$ cat src/rtl/cmd_bus_executor.sv
module cmd_bus_executor #(
  parameter int TIMEOUT = 256,
  parameter int ADDR_W = 16,
  parameter int DATA_W = 32,
  parameter logic [7:0] OP_RD = 8'h52,
  parameter logic [7:0] OP_WR = 8'h57
) (
  input  logic              clk,
  input  logic              rst_n,
  input  logic              in_valid,
  input  logic [7:0]        in_data,
  input  logic              in_last,
  output logic              in_ready,
  output logic              out_valid,
  output logic [7:0]        out_data,
  output logic              out_last,
  input  logic              out_ready,
  output logic              wb_cyc,
  output logic              wb_stb,
  output logic              wb_we,
  output logic [ADDR_W-1:0] wb_adr,
  output logic [DATA_W-1:0] wb_dat_o,
  input  logic [DATA_W-1:0] wb_dat_i,
  input  logic              wb_ack
);
  localparam int AB      = ADDR_W / 8;
  localparam int DB      = DATA_W / 8;
  localparam int OP_POS  = 14;
  localparam int ADR_POS = OP_POS + 1;
  localparam int DAT_POS = ADR_POS + AB;
  localparam int FRM_MAX = DAT_POS + DB;
  localparam int RSP_LEN = OP_POS + 2 + AB + DB;
  localparam int CW      = $clog2(RSP_LEN + 1);
  localparam int TW      = (TIMEOUT > 1) ? $clog2(TIMEOUT) : 1;

  localparam logic [CW-1:0] L_OP   = CW'(OP_POS);
  localparam logic [CW-1:0] L_DAT  = CW'(DAT_POS);
  localparam logic [CW-1:0] L_MAX  = CW'(FRM_MAX);
  localparam logic [CW-1:0] L_LAST = CW'(RSP_LEN - 1);
  localparam logic [TW-1:0] T_LAST = TW'(TIMEOUT - 1);

  localparam logic [7:0] ST_OK    = 8'h00;
  localparam logic [7:0] ST_BADOP = 8'h01;
  localparam logic [7:0] ST_TMO   = 8'h02;
  localparam logic [7:0] ST_SHORT = 8'h03;

  typedef enum logic [1:0] {S_RX, S_DEC, S_BUS, S_TX} st_t;

  st_t             st;
  logic [7:0]      fb [FRM_MAX];
  logic [CW-1:0]   cnt;
  logic [CW-1:0]   idx;
  logic [TW-1:0]   tmr;
  logic [7:0]      status;
  logic [DATA_W-1:0] rdat;
  logic [7:0]      rsp_byte;

  assign in_ready  = (st == S_RX);
  assign out_valid = (st == S_TX);
  assign out_last  = out_valid && (idx == L_LAST);
  assign out_data  = rsp_byte;
  assign wb_cyc    = (st == S_BUS);
  assign wb_stb    = wb_cyc;
  assign wb_we     = (fb[OP_POS] == OP_WR);

  always_comb begin
    for (int i = 0; i < AB; i++) wb_adr[8*(AB-1-i) +: 8] = fb[ADR_POS+i];
    for (int i = 0; i < DB; i++) wb_dat_o[8*(DB-1-i) +: 8] = fb[DAT_POS+i];
  end

  always_comb begin
    int k;
    rsp_byte = 8'h00;
    k = int'(idx);
    if (k < 6)                 rsp_byte = fb[k+6];
    else if (k < 12)           rsp_byte = fb[k-6];
    else if (k < OP_POS + 1)   rsp_byte = fb[k];
    else if (k == OP_POS + 1)  rsp_byte = status;
    else if (k < OP_POS + 2 + AB) rsp_byte = fb[ADR_POS + k - (OP_POS + 2)];
    else if (k < RSP_LEN)      rsp_byte = 8'(rdat >> (8*(DB - 1 - (k - (OP_POS + 2 + AB)))));
  end

  always_ff @(posedge clk) begin
    if (!rst_n) begin
      st     <= S_RX;
      cnt    <= '0;
      idx    <= '0;
      tmr    <= '0;
      status <= ST_OK;
      rdat   <= '0;
      for (int i = 0; i < FRM_MAX; i++) fb[i] <= 8'h00;
    end else begin
      case (st)
        S_RX: if (in_valid) begin
          if (cnt < L_MAX) begin
            fb[cnt] <= in_data;
            cnt <= cnt + 1'b1;
          end
          if (in_last) st <= S_DEC;
        end
        S_DEC: begin
          idx  <= '0;
          tmr  <= '0;
          rdat <= '0;
          if (cnt <= L_OP) begin
            status <= ST_SHORT;
            st <= S_TX;
          end else if (fb[OP_POS] == OP_RD) begin
            if (cnt < L_DAT) begin
              status <= ST_SHORT;
              st <= S_TX;
            end else st <= S_BUS;
          end else if (fb[OP_POS] == OP_WR) begin
            if (cnt < L_MAX) begin
              status <= ST_SHORT;
              st <= S_TX;
            end else st <= S_BUS;
          end else begin
            status <= ST_BADOP;
            st <= S_TX;
          end
        end
        S_BUS: begin
          if (wb_ack) begin
            rdat   <= wb_we ? wb_dat_o : wb_dat_i;
            status <= ST_OK;
            st     <= S_TX;
          end else if (tmr == T_LAST) begin
            status <= ST_TMO;
            st     <= S_TX;
          end else tmr <= tmr + 1'b1;
        end
        S_TX: if (out_ready) begin
          if (idx == L_LAST) begin
            st  <= S_RX;
            cnt <= '0;
            for (int i = 0; i < FRM_MAX; i++) fb[i] <= 8'h00;
          end else idx <= idx + 1'b1;
        end
        default: st <= S_RX;
      endcase
    end
  end

  assert_bus_hold_R10: assert property (@(posedge clk) disable iff (!rst_n)
    wb_cyc && !wb_ack && tmr != T_LAST |=> wb_cyc && $stable(wb_adr) && $stable(wb_we) && $stable(wb_dat_o));

  assert_drop_on_ack_R10: assert property (@(posedge clk) disable iff (!rst_n)
    wb_cyc && wb_ack |=> !wb_cyc && out_valid);

  assert_timeout_end_R6: assert property (@(posedge clk) disable iff (!rst_n)
    wb_cyc && !wb_ack && tmr == T_LAST |=> !wb_cyc && out_valid);

  assert_out_hold_R9: assert property (@(posedge clk) disable iff (!rst_n)
    out_valid && !out_ready |=> out_valid && $stable(out_data) && $stable(out_last));

  assert_idle_after_reply_R9: assert property (@(posedge clk) disable iff (!rst_n)
    out_valid && out_ready && out_last |=> in_ready && !out_valid);

  assert_no_overlap_R9: assert property (@(posedge clk) disable iff (!rst_n)
    $countones({in_ready, out_valid, wb_cyc}) <= 1);
endmodule

$ cat config.mk
export PLATFORM = sky130hd
export DESIGN_NAME = cmd_bus_executor
export DESIGN_NICKNAME = d
export VERILOG_FILES = /design/src/rtl/cmd_bus_executor.sv
export SDC_FILE = /design/constraint.sdc
export NUM_CORES = 1
export LEC_CHECK = 0
export BUFFER_PORTS_ARGS = -buffer_cell sky130_fd_sc_hd__buf_2
export CORE_ASPECT_RATIO = 0.5
export CORE_UTILIZATION = 60
export DETAILED_ROUTE_END_ITERATION = 8
export GPL_TIMING_DRIVEN = 0
export PLACE_DENSITY = 0.84
export SLEW_MARGIN = 20
export SYNTH_ARGS = -nofsm -noshare
export SYNTH_HDL_FRONTEND = slang
export SYNTH_SLANG_ARGS = --single-unit
$ cat constraint.sdc
create_clock -name clk -period 4.7 [get_ports clk]
set_input_delay 0.705 -clock clk [delete_from_list [all_inputs] [get_ports clk]]
set_output_delay 0.705 -clock clk [all_outputs]
set_load 0.05 [all_outputs]
## Word level (Yosys, flattened, before mapping)

Memories as Yosys holds them, arrays and structs flattened. A register that Yosys moved wholly into a read port is not among the register bits.
Cells that the tools add are included.

- Add/sub/neg operators: 9
- Order comparisons: 8
- Eq/ne operators: 20
- Shift-type cells: 1
- Mux-type cells: 77
- Bitwise logic cells: 21
- Reductions and logical operators: 12

Operators with widths:

| kind | number |
|---|---|
| $mux W8 | 37 |
| $mux W32 | 2 |
| $pmux W32 S2 | 1 |
| $mux W5 | 9 |
| $pmux W8 S2 | 2 |
| $shr A32 B32 Y8 | 1 |
| $or A1 B1 Y1 | 21 |
| $lt A5 B5 Y1 const B | 4 |
| $pmux W5 S2 | 2 |
| $mux W2 | 9 |
| $eq A8 B7 Y1 const B | 2 |
| $mux W1 | 14 |
| $add A5 B1 Y5 const B | 2 |
| $eq A5 B5 Y1 const B | 2 |
| $lt A5 B4 Y1 const B | 2 |
| $ne A2 B2 Y1 const B | 5 |
| $reduce_and A5 Y1 | 2 |
| $add A8 B1 Y8 const B | 1 |
| $eq A8 B8 Y1 const B | 1 |
| $ne A2 B1 Y1 const B | 4 |
| $pmux W2 S4 | 1 |
| $reduce_or A8 Y1 | 1 |
| $sub A3 B6 Y7 const A | 1 |
| $reduce_and A3 Y1 | 2 |
| 17 further kinds | 20 |

- Bits in registers: 60
- RAM bits: 168
- Input port bits: 46
- Memories kept: 1

Memories:

| memory | words | bits a word | read ports | clocked after memory_dff | wr ports | RTL line | text |
|---|---|---|---|---|---|---|---|
| fb | 21 | 8 | 11 | 1 | 21 | 50 | `logic [7:0] fb [FRM_MAX];` |

## Longest topological paths before layout

Gate-level depths: netlist of the first run.

- Word-level depth: 9
- Depth in mapped cells: 15

## Worst setup path after synthesis of the first run

No wires, ideal clock.

- Path kind: reg-to-output
- Start: reg idx[0]
- End: out out_data[7]
- Arrival time: 3.905 ns
- Required time: 3.995 ns
- Path slack: 0.090 ns
- Stages on the path, launching flop included: 16
- Cell sequence: dfxtp_1 -> buf_6 -> buf_6 -> buf_6 -> inv_2 -> buf_2 -> clkbuf_1 -> ha_1 -> xor2_1 -> buf_2 -> buf_2 -> buf_4 -> nand2_1 -> a32oi_1 -> nand4_1 -> a31oi_1

- Longest elaborated chain between the ends: 9

RTL lines:

| element | RTL line | text |
|---|---|---|
| start: declaration | 52 | `logic [CW-1:0] idx;` |
| start signal: assignment | 138 | `end else idx <= idx + 1'b1;` |
| $sub A5 B5 Y6 | 80 | `else if (k < RSP_LEN) rsp_byte = 8'(rdat >> (8*(DB - 1 - (k - (OP_POS + 2 + AB)))));` |
| $sub A3 B6 Y7 | 80 |  |
| $shr A32 B32 Y8 | 80 |  |
| $mux W8 | 80 |  |
| $mux W8 | 79 | `else if (k < OP_POS + 2 + AB) rsp_byte = fb[ADR_POS + k - (OP_POS + 2)];` |
| $mux W8 | 78 | `else if (k == OP_POS + 1) rsp_byte = status;` |
| $mux W8 | 77 | `else if (k < OP_POS + 1) rsp_byte = fb[k];` |
| $mux W8 | 76 | `else if (k < 12) rsp_byte = fb[k-6];` |
| $mux W8 (*) | 75 | `if (k < 6) rsp_byte = fb[k+6];` |
| end: declaration | 15 | `output logic [7:0] out_data,` |

Mark *: on every way between the ends. The rest lies on a longest branch, timed or not.

## Final worst setup path of the first run

- Start: reg idx[1]
- End: out out_data[0]

The elaborated chain is that of the path after synthesis.

==> results of run 1 <==
what timing repair did:
item                       in CTS  in global routing
setup endpoints to repair       8                  8
buffers inserted                8                  7
pin swaps                       1                  3
resized for setup             103                 25
sequential cells by signal, indices dropped and copies added, names as in the netlist, named ones only:
name,count
cnt,5
fb,256
idx,5
rdat,32
st,2
status,2
tmr,8
area by class of cell:
type | instances | area [um^2] | area share [%]
Multi-Input combinational cell | 1005 | 9780 | 45.0
Sequential cell | 315 | 8880 | 40.9
Buffer | 108 | 738 | 3.40
Clock buffer | 31 | 733 | 3.38
Timing Repair Buffer | 123 | 719 | 3.31
Tap cell | 423 | 529 | 2.44
Clock inverter | 22 | 251 | 1.16
Inverter | 19 | 78.8 | 0.363
Antenna cell | 2 | 5.00 | 0.0231
per-stage QoR:
step           std cells  util (%)  total power, W
2_1_floorplan       1448         -         0.00423
3_3_place_gp        1978      65.6         0.00467
3_5_place_dp        1979      65.8         0.00472
4_1_cts             2039      70.6         0.00725
5_1_grt             2046      71.1         0.00750
6_report            2048      71.1         0.00738
path summary, 6_finish.rpt:
check | from | end | slack, ns | depth (start not counted)
worst min register to register | rdat[22]$_SDFFE_PN0P_ | rdat[22]$_SDFFE_PN0P_ | 0.50 | 2
worst max register to register | idx[4]$_SDFFE_PN0P_ | fb[13][0]$_SDFFCE_PN0P_ | 0.67 | 5
worst max-delay path | idx[1]$_SDFFE_PN0P_ | out_data[0] | -0.07 | 11
worst min-delay path | wb_dat_i[15] | rdat[15]$_SDFFE_PN0P_ | 0.49 | 5
logic make-up (layout without fill, tap and decap cells):
family          after synthesis  after routing  synth area share, %
compound gates              170            170                 5.78
xor+xnor                     17             17                0.835
fa+ha+maj                    17             17                 1.14
buf+inv                     128            303                 3.24
flops                       315            315                 47.4
mux                         288            288                 29.3
other cells                   1             66               0.0200
simple gates                449            449                 12.4
cell usage in the layout (no fill, tap or decap), types with 18 or more instances in the layout:
master and count:
conb_1 64, dfxtp_1 57, buf_4 29, mux4_2 198
clkbuf_1 45, edfxtp_1 256, o21ai_1 24, and2_1 174
nor2_1 121, mux2i_1 67, clkbuf_16 30, buf_2 124
a21oi_1 50, o21ai_0 18, nand2_1 71
routing by layer:
layer | vias up | track usage, %
met2 | 1516 | 64.0
met4 | 10 | 14.4
met5 | - | 0
met1 | 7409 | 64.8
li1 | 5778 | -
met3 | 256 | 23.3
report_power, final:
| group | switching [W] | internal, W | total, W |
|---|---|---|---|
| logic | 0.000949 | 0.000530 | 0.00148 |
| registers | 0.000163 | 0.00319 | 0.00335 |
| clock network | 0.00114 | 0.00141 | 0.00255 |
worst min-delay path, stage by stage:
cell	delay [ns]
buf_2	0.08
mux2i_1	0.05
nor2_1	0.08
a21oi_1	0.05
nor2_1	0.07
==> flow_summary.ini, run 1 <==
[timing]
rsz0062_at_grt = true
fmax_mhz = 210
setup_viol = 4
clock_skew_ns = 0.0155
tightest_slew_ns = 1.24
fin_setup_tns_ns = -0.124
hold_viol = 0
whs_ns = 0.485
final_max_slew_viol_count = 0
min_period_ns = 4.77
max-slew-margin-rel_pct = 16.8
fin_ws_ns = -0.0678
min_period_over_period_pct = 101

[route]
drt_pass1_iterations = 6
top_layer_used = met5
wirelength_um = 73600
drt_iter0_markers = 2810
dr_wl_met3_um = 14500
antenna_left = 0
vias = 14969
met2WireLength_um = 29900
met1Wirelength_um = 26100
drc = 0
post_drt_wl_per_cell_um = 35.9
viasPerCell = 7.31

[pwr]
powerDensity_mw_per_mm2 = 340
ir_drop_mv = 0.335
power_leakage_nw = 7.70

[floorplan]
dieHeight_um = 127
row_count = 45
dieArea_mm2 = 0.0320
initial_core_util_pct = 61.4
core_mm2 = 0.0305
ios = 108
die_x_um = 252

[logic_synthesis]
yosysMostFrequentCell = edfxtp_1
yosys_most_used_dff = edfxtp_1
synth_top_area_share_pct = 41.0
ys_seq_elements = 315
synth_common_cells = 256 x edfxtp_1, 198 x mux4_2, 175 x and2_1
synth_cell_types = 67
synth-seq-area-share_pct = 47.4
yosysWarnings = 0
synth_area_per_cell_um2 = 13.5
synth_area_leaders = edfxtp_1 41%, mux4_2 24%, dfxtp_1 6.3%
synth_cells = 1385
async_flop_share_pct = 0
syn_area_mm2 = 0.0187
synth_top_cell_by_area = edfxtp_1
synth-edff-count = 256

[cts]
clk_latency_ns = 0.59
clock_tree.root_cell = clkbuf_16
cts_hold_buf = 0
cts_sinks = 315
cts_made_buffers = 29
clockBufferDepth = 3
htree_num_levels = 1
tritoncts = yes
clkSlewWorstSetupHoldPaths_ns = 0.07

[worst_setup_path]
crit_type = flop to output port
crit_family = buffers and inverters
worst_ep_arrival_time_ns = 4.06
crit_slowest_cell = o21ai_1
slowest_delay_ns = 0.49
crit_buf_inv = 6
required_ns = 3.99
cpMostUsedCell = buf_2
cp_cell_sequence = buf_2 -> buf_2 -> clkbuf_4 -> buf_4 -> buf_2 -> a31oi_1 -> o21ai_1 -> a32oi_1 -> nand3_1 -> nand4_1 -> buf_4
cp_max_fo = 10
worstSetupStartpointType = flop
crit_path_end_kind = output port

[final_layout]
n_fill_cell = 2108
synthToLayoutAreaGrowth_pct = 15.9
final_cell_area_mm2 = 0.0217
nNetsFinal = 1664
drive_gt1_share_pct = 30.0

[global_routing]
grt_antenna_before_repair = 7
grt_usage_pct = 46.6
grt_pass1_vias = 13969
grt_overflow = 0
grt_max_degree = 17
grt_pass1_wl_um = 102000

[placed_design]
pre_cts_slack_ns = -2.22
place_area_mm2 = 0.0201
dp_hpwl_um = 55100
gp_congestion = 1.06
io_buffer_count = 107

[status]
outcome = complete, but fails checks
violations = setup timing

[min_path]
min_path_type = input port to flop

[flow_run]
cap_violations = 0
Note: power is estimated with default switching activity, not from simulation.
==> run 2, diff against run 1 <==
- BUFFER_PORTS_ARGS: -buffer_cell sky130_fd_sc_hd__buf_2 -> -buffer_cell sky130_fd_sc_hd__buf_4
==> run 2 against run 1 <==
  * The flow still finishes with violations (setup timing)
  * Via count up 0.17%
  * Clock skew about the same
  * Die area unchanged
  * Routed wire length down 1.1%
  * Setup slack worse by 0.16 ns
==> flow_summary.ini, run 2 (synthesized netlist as in run 1, its figures left out) <==
[status]
outcome = complete, but fails checks
violations = setup timing

[final_layout]
largest_register_ff_count = 256
regMostFlops = fb
largestRegisters = fb: 256 flops, rdat: 32 flops, tmr: 8 flops
synthToLayoutAreaGrowth_pct = 16.8
nNetsFinal = 1663
final_cell_mix = 256 x edfxtp_1, 198 x mux4_2, 174 x and2_1, 131 x buf_4, 119 x nor2_1
drive_gt1_share_pct = 29.5
final_common_cell = edfxtp_1

[route]
post_drt_wl_per_cell_um = 35.5
viasPerCell = 7.32
drt_iter0_markers = 2952
antenna_left = 0
wirelength_um = 72700
drc = 0
drt_pass1_iterations = 7
vias = 14994

[cts]
htree_num_levels = 1
cts_made_buffers = 28
clockBufferDepth = 3
tritoncts = yes
cts_sinks = 315
clock_tree.root_cell = clkbuf_16
cts_hold_buf = 0
clk_latency_ns = 0.60
clkSlewWorstSetupHoldPaths_ns = 0.08

[global_routing]
grt_max_degree = 18
grt_usage_pct = 46.3
grt_antenna_before_repair = 2
grt_pass1_vias = 14075
grt_overflow = 0
grt_pass1_wl_um = 102000

[pwr]
p_sw_w = 0.00222
power_leakage_nw = 7.71
pwr-share-clk_pct = 33.2
ir_drop_mv = 0.305
swShare_pct = 30.5
power.total_w = 0.00728
p_seq_share_pct = 46.1
combPwrFrac_pct = 20.7
powerDensity_mw_per_mm2 = 333
intPower_w = 0.00505

[worst_setup_path]
crit_family = buffers and inverters
crit_slowest_cell = a2111oi_0
required_ns = 3.99
worst_ep_arrival_time_ns = 4.23
cp_max_fo = 10
worstSetupStartpointType = flop
slowest_delay_ns = 1.17
crit_path_end_kind = output port
cp_cell_sequence = buf_2 -> buf_1 -> mux4_2 -> a2111oi_0 -> or4_1 -> nand4_1 -> buf_6
crit_buf_inv = 3
crit_type = flop to output port

[floorplan]
dieArea_mm2 = 0.0320
row_count = 45
dieHeight_um = 127
initial_core_util_pct = 61.4
die_x_um = 252
ios = 108
core_mm2 = 0.0305

[timing]
fin_setup_tns_ns = -0.428
fin_ws_ns = -0.230
hold_viol = 0
min_period_over_period_pct = 105
fmax_mhz = 203
setup_viol = 6
final_max_slew_viol_count = 0
min_period_ns = 4.93
max-slew-margin-rel_pct = 8.01
tightest_slew_ns = 1.35
rsz0062_at_grt = false
clock_skew_ns = 0.0157

[placed_design]
pre_cts_slack_ns = -2.14
gp_congestion = 1.10
io_buffer_count = 107
dp_hpwl_um = 55100

[min_path]
min_path_type = input port to flop

[flow_run]
cap_violations = 0
run 2: per-layer routing:
layer | global-route usage [%] | up-vias | wire (um)
met5 | 1.20 | - | 31
met4 | 13.9 | 2 | 2710
met3 | 22.2 | 224 | 13900
met2 | 64.9 | 1437 | 29800
met1 | 64.0 | 7534 | 26300
li1 | - | 5797 | -
run 2: what timing repair did:
item / in CTS / in global routing
pin swaps: 4 / 6
buffers inserted: 13 / 2
cloned: 0 / 0
gates resized for setup: 96 / 20
setup endpoints to repair: 8 / 8
run 2: power by group through the flow:
| stage | combinational [W] | sequential [W] | clock (W) |
|---|---|---|---|
| after floorplan | 0.000859 | 0.00337 | 0 |
| after global placement | 0.00133 | 0.00338 | 0 |
| after detailed placement | 0.00136 | 0.00340 | 0 |
| after CTS | 0.00144 | 0.00334 | 0.00239 |
| after global routing | 0.00156 | 0.00336 | 0.00250 |
| final | 0.00151 | 0.00335 | 0.00242 |
run 2: layout make-up:
class	count	area [um^2]
multi-input combinational	1005	9730
fill	2076	8650
clock inverter	17	171
timing repair buffer	124	991
buffer	107	726
tap	423	529
clock buffer	35	758
sequential	315	8880
antenna	3	7.51
inverter	19	80.1
run 2: per-stage QoR:
step,utilization [%],cell area [um^2],cells,hold slack (ns)
3_5_place_dp,66.7,20300,1980,0.477
6_report,71.7,21900,2048,0.418
4_1_cts,71.4,21800,2044,0.406
2_1_floorplan,-,19000,1448,0.449
3_3_place_gp,66.5,20300,1978,0.459
5_1_grt,71.6,21900,2045,0.424
run 2: worst paths after layout:
path | start | to | slack, ns | depth (start not counted)
setup / recovery | flop | out_data[0] | -0.23 | 7
hold / removal | in_data[4] | fb[28][4]$_DFFE_PP_ | 0.42 | 1
setup reg to reg | idx[3]$_SDFFE_PN0P_ | fb[11][5]$_SDFFCE_PN0P_ | 0.88 | 6
hold reg to reg | rdat[23]$_SDFFE_PN0P_ | rdat[23]$_SDFFE_PN0P_ | 0.49 | 2
==> run 3, diff against run 2 <==
- clock period: 4.7 -> 5.2 ns (I/O delays scaled with it)
==> run 3 against run 2 <==
  * The flow still finishes with violations (setup timing)
  * Routed wire length shrank 0.56%
  * Global-route usage fell by 0.44 points
  * Count of clock-buffer cells in the layout is the same
  * Critical path type unchanged
==> flow_summary.ini, run 3 (synthesized netlist as in run 1, its figures left out) <==
[status]
outcome = complete, but fails checks
violations = setup timing

[final_layout]
regMostFlops = fb
final_common_cell = edfxtp_1
synthToLayoutAreaGrowth_pct = 15.4
largest_register_ff_count = 256
drive_gt1_share_pct = 28.6
nNetsFinal = 1654
largestRegisters = fb: 256 flops, rdat: 32 flops, tmr: 8 flops
finish.utilization_pct = 70.8
final_cell_mix = 256 x edfxtp_1, 198 x mux4_2, 174 x and2_1, 125 x buf_4, 119 x nor2_1
final_cell_area_mm2 = 0.0216

[floorplan]
dieArea_mm2 = 0.0320
ios = 108
dieHeight_um = 127
core_mm2 = 0.0305
row_count = 45
die_x_um = 252
initial_core_util_pct = 61.4

[worst_setup_path]
cp_cell_sequence = buf_2 -> buf_2 -> buf_2 -> buf_2 -> buf_2 -> mux4_2 -> a311oi_1 -> a31oi_1 -> buf_4
crit_path_end_kind = output port
crit_buf_inv = 6
crit_slowest_cell = buf_2
ff2ff_setup_slack_ns = 1.38
required_ns = 4.42
crit_type = flop to output port
cpMostUsedCell = buf_2
slowest_delay_ns = 0.55
worstSetupStartpointType = flop
crit_family = buffers and inverters
cp_max_fo = 10
worst_ep_arrival_time_ns = 4.51

[timing]
tightest_slew_ns = 1.25
rsz0062_at_grt = false
setup_viol = 1
fmax_mhz = 189
fin_ws_ns = -0.0919
clock_skew_ns = 0.0183
min_period_ns = 5.29
final_max_slew_viol_count = 0
max-slew-margin-rel_pct = 14.6
fin_setup_tns_ns = -0.0919
min_period_over_period_pct = 102
hold_viol = 0

[route]
post_drt_wl_per_cell_um = 35.5
wirelength_um = 72300
vias = 14920
viasPerCell = 7.31
drt_pass1_iterations = 7
drt_iter0_markers = 2929
antenna_left = 0
drc = 0

[pwr]
intPower_w = 0.00455
pwr-share-clk_pct = 33.3
power_leakage_nw = 7.62
swShare_pct = 30.5
p_seq_share_pct = 46.3
ir_drop_mv = 0.280
p_sw_w = 0.00200
combPwrFrac_pct = 20.4
power.total_w = 0.00655
powerDensity_mw_per_mm2 = 303

[cts]
clock_tree.root_cell = clkbuf_16
cts_hold_buf = 0
clk_latency_ns = 0.59
cts_made_buffers = 28
tritoncts = yes
clkSlewWorstSetupHoldPaths_ns = 0.08
htree_num_levels = 1
cts_sinks = 315
clockBufferDepth = 3

[global_routing]
grt_pass1_vias = 13988
grt_antenna_before_repair = 5
grt_overflow = 0
grt_max_degree = 20
grt_pass1_wl_um = 101000
grt_usage_pct = 45.9

[min_path]
min_path_type = input port to flop

[placed_design]
place_area_mm2 = 0.0203
pre_cts_slack_ns = -1.72
io_buffer_count = 107
dp_hpwl_um = 55100
gp_congestion = 1.10

[flow_run]
cap_violations = 0
run 3: layer usage:
metal	track usage (%)	share of wire [%]	up-vias
li1	-	-	5757
met1	63.3	37	7457
met2	64.1	41	1469
met3	22.2	18	237
met4	14.2	4.0	0
met5	0.902	0	-
run 3: stage by stage:
| stage | hold WS, ns | instances |
|---|---|---|
| after floorplan | 0.449 | 1448 |
| after global placement | 0.459 | 1978 |
| after detailed placement | 0.477 | 1980 |
| after CTS | 0.481 | 2033 |
| after global routing | 0.500 | 2036 |
| final | 0.491 | 2040 |
run 3: final timing paths:
kind,start,to,depth (start not counted)
max,idx[1]$_SDFFE_PN0P_,out_data[7],9
min,in_data[4],fb[28][4]$_DFFE_PP_,1
min reg2reg,rdat[23]$_SDFFE_PN0P_,rdat[23]$_SDFFE_PN0P_,2
max reg2reg,idx[1]$_SDFFE_PN0P_,fb[11][5]$_SDFFCE_PN0P_,7
run 3: area by class of cell:
cell class	count	area (um^2)
multi-input combinational	1005	9650
clock buffer	35	758
inverter	19	73.8
tap	423	529
sequential	315	8870
fill	2080	8910
buffer	107	674
clock inverter	17	171
timing repair buffer	115	871
antenna	4	10.0
run 3: what timing repair did:
action / 4_1_cts / 5_1_grt
pin swaps: 1 / 1
hold endpoints to repair: 0 / 0
buffers inserted: 3 / 3
setup endpoints to repair: 8 / 8
resized for setup: 60 / 13
run 3: power by group through the flow:
stage	Sequential, W	Combinational (W)	Clock (W)
finish	0.00303	0.00134	0.00218
global placement	0.00305	0.00120	0
global route	0.00304	0.00139	0.00226
floorplan	0.00305	0.000776	0
detailed placement	0.00307	0.00123	0
CTS	0.00302	0.00128	0.00216
